File: src/rtl/wlk_pkg.sv
package wlk_pkg;
   typedef enum logic [1:0] {
      KS_CLOSED = 2'd0,
      KS_ARMED  = 2'd1,
      KS_OPEN   = 2'd2
   } key_state_e;
endpackage

File: src/rtl/wlk_key_fsm.sv
module wlk_key_fsm
   import wlk_pkg::*;
#(
   parameter int          KEY_W      = 8,
   parameter logic [KEY_W-1:0] KEY_FIRST  = 8'hA5,
   parameter logic [KEY_W-1:0] KEY_SECOND = 8'hF1
) (
   input  logic             clk,
   input  logic             rst_n,
   input  logic             key_wr,
   input  logic             prot_wr,
   input  logic [KEY_W-1:0] key_val,
   output key_state_e       state
);
   key_state_e state_nx;

   always_comb begin
      state_nx = state;
      if (key_wr) begin
         unique case (state)
            KS_CLOSED: state_nx = (key_val == KEY_FIRST)  ? KS_ARMED : KS_CLOSED;
            KS_ARMED:  state_nx = (key_val == KEY_SECOND) ? KS_OPEN  : KS_CLOSED;
            default:   state_nx = KS_CLOSED;
         endcase
      end else if (prot_wr && state == KS_OPEN) begin
         state_nx = KS_CLOSED;
      end
   end

   always_ff @(posedge clk or negedge rst_n) begin
      if (!rst_n) state <= KS_CLOSED;
      else        state <= state_nx;
   end
endmodule

File: src/rtl/wlk_sticky_lock.sv
module wlk_sticky_lock (
   input  logic clk,
   input  logic rst_n,
   input  logic set_req,
   output logic locked
);
   always_ff @(posedge clk or negedge rst_n) begin
      if (!rst_n)       locked <= 1'b0;
      else if (set_req) locked <= 1'b1;
   end
endmodule

File: src/rtl/wlk_gate.sv
module wlk_gate #(
   parameter int AW       = 4,
   parameter int KEY_ADDR = 3,
   parameter logic [(1<<AW)-1:0] PROT_MASK = 16'h0FF7,
   parameter logic [(1<<AW)-1:0] HARD_MASK = 16'h00F6,
   localparam int NREG = 1 << AW
) (
   input  logic            wr_en,
   input  logic [AW-1:0]   wr_addr,
   input  logic            is_open,
   input  logic            hard_on,
   output logic            key_wr,
   output logic            prot_wr,
   output logic            blocked,
   output logic            accept,
   output logic [NREG-1:0] permit
);
   logic prot_hit, hard_hit;

   assign key_wr   = wr_en && (wr_addr == AW'(KEY_ADDR));
   assign prot_hit = wr_en && PROT_MASK[wr_addr];
   assign hard_hit = wr_en && HARD_MASK[wr_addr];
   assign prot_wr  = prot_hit;
   assign blocked  = (prot_hit && !is_open) || (hard_hit && hard_on);
   assign accept   = wr_en && !key_wr && !blocked;

   for (genvar i = 0; i < NREG; i++) begin : g_permit
      assign permit[i] = accept && (wr_addr == AW'(i));
   end
endmodule

File: src/rtl/wlk_guard.sv
module wlk_guard
   import wlk_pkg::*;
#(
   parameter int AW        = 4,
   parameter int DW        = 32,
   parameter int KEY_W     = 8,
   parameter int KEY_ADDR  = 3,
   parameter int LOCK_ADDR = 1,
   parameter int LOCK_BIT  = 31,
   parameter logic [KEY_W-1:0] KEY_FIRST  = 8'hA5,
   parameter logic [KEY_W-1:0] KEY_SECOND = 8'hF1,
   parameter logic [(1<<AW)-1:0] PROT_MASK = 16'h0FF7,
   parameter logic [(1<<AW)-1:0] HARD_MASK = 16'h00F6,
   localparam int NREG = 1 << AW
) (
   input  logic            clk,
   input  logic            rst_n,
   input  logic            wr_en,
   input  logic [AW-1:0]   wr_addr,
   input  logic [DW-1:0]   wr_data,
   output logic [NREG-1:0] wr_permit,
   output logic            wr_err,
   output logic [1:0]      key_state,
   output logic            hard_locked
);
   if (KEY_W > DW)                  begin : g_bad_keyw  $error("KEY_W exceeds DW");            end
   if (LOCK_BIT >= DW)              begin : g_bad_lbit  $error("LOCK_BIT outside data");       end
   if (KEY_ADDR >= NREG)            begin : g_bad_kadr  $error("KEY_ADDR outside bank");       end
   if (LOCK_ADDR >= NREG)           begin : g_bad_ladr  $error("LOCK_ADDR outside bank");      end
   if (PROT_MASK[KEY_ADDR])         begin : g_bad_kprot $error("key register in PROT_MASK");   end
   if (HARD_MASK[KEY_ADDR])         begin : g_bad_khard $error("key register in HARD_MASK");   end
   if (!HARD_MASK[LOCK_ADDR])       begin : g_bad_lhard $error("lock register not in HARD_MASK"); end
   if (KEY_FIRST == KEY_SECOND)     begin : g_bad_keys  $error("key values must differ");      end

   key_state_e st;
   logic       key_wr, prot_wr, blocked, accept, lock_set;
   logic       unused_data;

   assign unused_data = ^wr_data;

   wlk_gate #(
      .AW(AW), .KEY_ADDR(KEY_ADDR), .PROT_MASK(PROT_MASK), .HARD_MASK(HARD_MASK)
   ) gate_i (
      .wr_en   (wr_en),
      .wr_addr (wr_addr),
      .is_open (st == KS_OPEN),
      .hard_on (hard_locked),
      .key_wr  (key_wr),
      .prot_wr (prot_wr),
      .blocked (blocked),
      .accept  (accept),
      .permit  (wr_permit)
   );

   wlk_key_fsm #(
      .KEY_W(KEY_W), .KEY_FIRST(KEY_FIRST), .KEY_SECOND(KEY_SECOND)
   ) fsm_i (
      .clk     (clk),
      .rst_n   (rst_n),
      .key_wr  (key_wr),
      .prot_wr (prot_wr),
      .key_val (wr_data[KEY_W-1:0]),
      .state   (st)
   );

   assign lock_set = accept && (wr_addr == AW'(LOCK_ADDR)) && wr_data[LOCK_BIT];

   wlk_sticky_lock lock_i (
      .clk     (clk),
      .rst_n   (rst_n),
      .set_req (lock_set),
      .locked  (hard_locked)
   );

   always_ff @(posedge clk or negedge rst_n) begin
      if (!rst_n) wr_err <= 1'b0;
      else        wr_err <= blocked;
   end

   assign key_state = st;
endmodule

File: config.mk
export PLATFORM = sky130hd
export DESIGN_NAME = wlk_guard
export DESIGN_NICKNAME = d
export VERILOG_FILES = /design/src/rtl/wlk_pkg.sv /design/src/rtl/wlk_key_fsm.sv /design/src/rtl/wlk_sticky_lock.sv /design/src/rtl/wlk_gate.sv /design/src/rtl/wlk_guard.sv
export SDC_FILE = /design/constraint.sdc
export NUM_CORES = 1
export LEC_CHECK = 0
export BUFFER_PORTS_ARGS = -buffer_cell sky130_fd_sc_hd__buf_4
export CORE_MARGIN = 2
export CORE_UTILIZATION = 35
export DETAILED_ROUTE_END_ITERATION = 10
export PLACE_DENSITY = 0.84
export SLEW_MARGIN = 20
export SYNTH_ARGS = -nofsm -noshare
export SYNTH_HDL_FRONTEND = slang
export SYNTH_HIERARCHICAL = 1
export SYNTH_SLANG_ARGS = --single-unit
File: constraint.sdc
create_clock -name clk -period 3.85 [get_ports clk]
set_clock_uncertainty 0.2 [all_clocks]
set_input_delay 1.155 -clock clk [delete_from_list [all_inputs] [get_ports clk]]
set_output_delay 1.155 -clock clk [all_outputs]
set_load 0.03 [all_outputs]
# Word-level counts from Yosys, hierarchy flattened
# Memories as Yosys holds them, arrays and structs flattened.
# Cells that the tools add are included.
[classes]
n_addsub = 0
mul = 0
div = 0
order_cmp = 1
n_eq_ne = 19
n_shift = 0
n_mux = 7
bitwise_logic = 0
n_reduce_logical = 32
[op_table]
columns = ["operator", "n"]
rows = [
  ["$eq A4 B4 Y1 const B", 8],
  ["$logic_and A1 B1 Y1", 25],
  ["$eq A4 B3 Y1 const B", 4],
  ["$eq A8 B8 Y1 const B", 2],
  ["$eq A4 B2 Y1 const B", 2],
  ["$mux W2", 3],
  ["$lt A4 B5 Y1 const B", 1],
  ["$eq A4 B1 Y1 const B", 1],
  ["$logic_not A4 Y1", 1],
  ["$pmux W2 S2", 1],
  ["$logic_not A1 Y1", 3],
  ["$mux W1", 3],
  ["$eq A2 B1 Y1 const B", 1],
  ["$eq A2 B2 Y1 const B", 1],
  ["$logic_not A2 Y1", 1],
  ["$reduce_bool A2 Y1", 1],
  ["$logic_or A1 B1 Y1", 1],
]
[totals]
reg_bits = 4
latchBits = 0
mem_bits_rw = 0
romBits = 32
in_bits = 39
elab_cells = 64
n_memories = 2
[memory_table]
columns = ["memory", "depth", "word_bits", "read_ports", "rd_clocked_by_memory_dff", "wr", "line_no", "source"]
rows = [
  ["(name not given)", 16, 1, 1, 0, 0, "wlk_gate.sv:21", "assign prot_hit = wr_en && PROT_MASK[wr_addr];"],
  ["(name not given)", 16, 1, 1, 0, 0, "wlk_gate.sv:22", "assign hard_hit = wr_en && HARD_MASK[wr_addr];"],
]

# Longest topological paths before layout
[logic_depth]
word_depth = 9
depth_mapped = 8
ltp_nobuf = 8

# Modules after synthesis
# Netlist, hierarchy kept.
[modules_own_cells]
columns = ["mod", "instances", "cells_each", "area_each_um2"]
rows = [
  ["wlk_gate", 1, 44, 301.5],
  ["wlk_key_fsm", 1, 12, 122.6],
  ["wlk_guard", 1, 4, 50.0],
  ["wlk_sticky_lock", 1, 2, 31.3],
]

# Worst setup path before layout
# Ideal clock, no wire load.
[synth_path]
path_type = "in2out"
startpoint = "input port wr_addr[0]"
endpoint = "output port wr_permit[0]"
arrival_time_ns = 2.178
required_ns = 2.495
path_slack_ns = 0.317
path_stages = 5
n_path_buf = 0
cell_sequence = "inv_1 -> ha_1 -> o21ai_1 -> nor4b_4 -> and2_1"
[synth_between]
elab_chain_len = 8
word_cells_on_any_way = 17
cone_classes = "eq/ne: 1; mux: 2; reduce/logical: 12; memory: 2"
[synth_lines]
columns = ["element", "line_no", "source"]
rows = [
  ["start, declared", "wlk_guard.sv:19", "input logic [AW-1:0] wr_addr,"],
  ["$mem_v2 Z16 W1 (on tied branches)", "--", ""],
  ["$mux W1 (on tied branches)", "wlk_gate.sv:21, wlk_gate.sv:22", ""],
  ["$logic_and A1 B1 Y1 (on tied branches)", "wlk_gate.sv:21, wlk_gate.sv:22", ""],
  ["$logic_and A1 B1 Y1", "wlk_gate.sv:24", "assign blocked = (prot_hit && !is_open) || (hard_hit && hard_on);"],
  ["$logic_or A1 B1 Y1", "wlk_gate.sv:24", ""],
  ["$logic_not A1 Y1", "wlk_gate.sv:25", "assign accept = wr_en && !key_wr && !blocked;"],
  ["$logic_and A1 B1 Y1", "wlk_gate.sv:25", ""],
  ["$logic_and A1 B1 Y1 (*)", "wlk_gate.sv:28", "assign permit[i] = accept && (wr_addr == AW'(i));"],
  ["end, declared", "wlk_guard.sv:21", "output logic [NREG-1:0] wr_permit,"],
]
# Every way passes the cells marked *; elsewhere a longest branch is shown, timed or not. The select of a mux whose other input is x is not followed.

# Worst setup path in the final report
[layout_path]
startpoint = "input port wr_addr[0]"
endpoint = "output port wr_permit[2]"
# Same word-level chain as after synthesis.

==> results_dict.tcl <==
set metrics [dict create \
    clock.fmax_ghz 0.270 \
    wl_per_cell_um 11.8 \
    cts_max_level 1 \
    powerDensity_mw_per_mm2 203 \
    syn-cell-area_um2 505 \
    synth_top_family_by_area "simple AND/OR/NAND/NOR gates" \
    grt_max_degree 10 \
    path_max_fanout 4 \
    clock_sinks 4 \
    ys_ff_latch 4 \
    async_reset_ff_share_pct 100 \
    final_common_cell "buf_4" \
    startpoint "wr_addr[0]" \
    grt.total_usage_pct 15.5 \
    synth_flop_cell "dfrtp_1" \
    r2r_start "fsm_i/state[1]" \
    maxSlewViolCount 0 \
    fin_crit_sh_pct 96.1 \
    setup_ws_ns 0.150 \
    crit_required_ns 2.49 \
    cap_violations 0 \
    antenna_found_initial 0 \
    ctsResizeCount 0 \
    worstSetupEndpointType "primary output" \
    synth_xor_area_share_pct 0 \
    worstHoldStart "lock_i/locked" \
    io_pins 59 \
    ctsHoldBuffers 0 \
    path_clk_slew_ns 0.04 \
    initial_core_util_pct 38.4 \
    highest_layer "met4" \
    dr_wl_met2_um 720 \
    drt-met1-wl_um 567 \
    setup_viol_count_final 0 \
    nFillCells 115 \
    vdd_drop_max_mv 0.0889 \
    tns_ns 0 \
    cts_buffers 3 \
    cp.arrival_ns 2.35 \
    finalCriticalPeriod_ns 3.70 \
    synth_seq_area_share_pct 19.8 \
    dp_hpwl_um 1110 \
    grt_pass1_vias 512 \
    n_antenna_cell 0 \
    grt_pass1_wl_um 2190 \
    hp-class "flip-flop to flip-flop" \
    synthSimpleGateAreaFrac_pct 54.0 \
    row_count 13 \
    cts-root-buf "clkbuf_4" \
    ant_nets 0 \
    place_ws_ns 0.108 \
    drc 0 \
    layout_common_cells "buf_4, and2_1, nand2_1" \
    netlist_instances 62 \
    cts_setup_buffers 0 \
    grt-ovfl-total 0 \
    synth_cell_types 25 \
    vias 562 \
    synth_enable_flop_cells 0 \
    die_y_um 42.0 \
    synthToLayoutAreaGrowth_pct 57.9 \
    routed_wl_um 1330 \
    cts_tree "built" \
    avgSynthCellArea_um2 8.15 \
    outcome "finished, final reports clean" \
    criticalPathCategory "input pin to primary output" \
    drt_iter0_drc 17 \
    synthesis.nets 105 \
    synth_compound_area_share_pct 11.1 \
    dieArea_mm2 0.00176 \
    clk_latency_ns 0.23 \
    core_area_mm2 0.00132 \
    synthAdderAreaFrac_pct 9.90 \
    die_w_um 42.0 \
    yosysWarnings 6 \
    drive_above_1_share_pct 43.9 \
    synthMuxAreaShare_pct 0 \
    drt_first_pass_iters 4 \
    clockBufferDepth 2 \
    wl_met3_um 30 \
    via_per_inst 4.97 \
    place_congestion 0.785 \
    fin_nets 143 \
    numPortBuffers 34 \
    power_leakage_nw 0.419 \
    finalHoldViolCount 0 \
    rsz0062_at_grt "no" \
    startpoint_type "input pin" \
]
[cell usage after synthesis (2+ instances only)]
| master | n | area (um2) |
|---|---|---|
| and2_1 | 15 | 93.8 |
| nand2_1 | 5 | 18.8 |
| dfrtp_1 | 4 | 100 |
| ha_1 | 4 | 50.1 |
| inv_1 | 4 | 15.0 |
| nor2_1 | 4 | 15.0 |
| a21oi_1 | 2 | 10.0 |
| and3_1 | 2 | 12.5 |
| nand2b_1 | 2 | 12.5 |
| nand4b_1 | 2 | 17.5 |
| nor3_2 | 2 | 20.0 |
| nor3b_1 | 2 | 15.0 |
| o21ai_0 | 2 | 10.0 |
[state kept, by name, summed over array words and instances (netlist names)]
signal and count:
wr_err 1, fsm_i/state 2, lock_i/locked 1
[layout make-up]
type                    instances  area [um2]  area share, %
repair buffers                 34         255           32.0
multi-input cells              53         387           48.4
well taps                      15        18.8           2.35
flip-flops and latches          4         100           12.5
clock buffers                   3        22.5           2.82
inverters                       4        15.0           1.88
[worst paths after layout]
check	endpoint	slack, ns	depth (start not counted)
hold / removal	lock_i/locked	0.39	1
min in group asynchronous	lock_i/locked	0.51	1
setup / recovery	wr_permit[2]	0.15	7
setup reg to reg	lock_i/locked	2.18	6
hold reg to reg	lock_i/locked	0.39	1
max in group asynchronous	fsm_i/state[0]	2.85	1
[per-layer routing]
layer / vias up / global-route usage, %
met5: - / 0
met4: 0 / 9.03
met3: 2 / 0.431
met2: 14 / 23.8
met1: 266 / 21.5
li1: 280 / -
[worst max-delay path, stage by stage]
cell	delay (ns)
buf_4	0.10
inv_1	0.05
ha_1	0.30
o21ai_2	0.16
nor4b_4	0.25
and2_1	0.17
buf_4	0.16
[where the power goes]
group	leakage (nW)	internal [mW]	switching [mW]	total, mW
combinational	0.353	0.0262	0.0323	0.0584
clock	0.0138	0.0349	0.0179	0.0529
sequential	0.0525	0.0465	0.00420	0.0507
[kinds of logic (layout without fill, tap and decap cells)]
group	Yosys count	count (layout)
AND/OR/NAND/NOR	40	40
buffers and inverters	5	41
flip-flops	4	4
other	1	1
adder cells (fa/ha/maj)	4	4
AO/OA/AOI/OAI	8	8
[stage by stage]
stage,cells,power [mW],hold slack [ns],util (%),cell area [um2]
2_1_floorplan,62,0.0801,0.504,-,505
3_3_place_gp,110,0.107,0.331,58.6,772
3_5_place_dp,110,0.108,0.356,58.6,772
4_1_cts,113,0.163,0.364,60.3,795
5_1_grt,113,0.170,0.411,60.6,798
6_report,113,0.162,0.391,60.6,798
(Power assumes the default switching activity.)
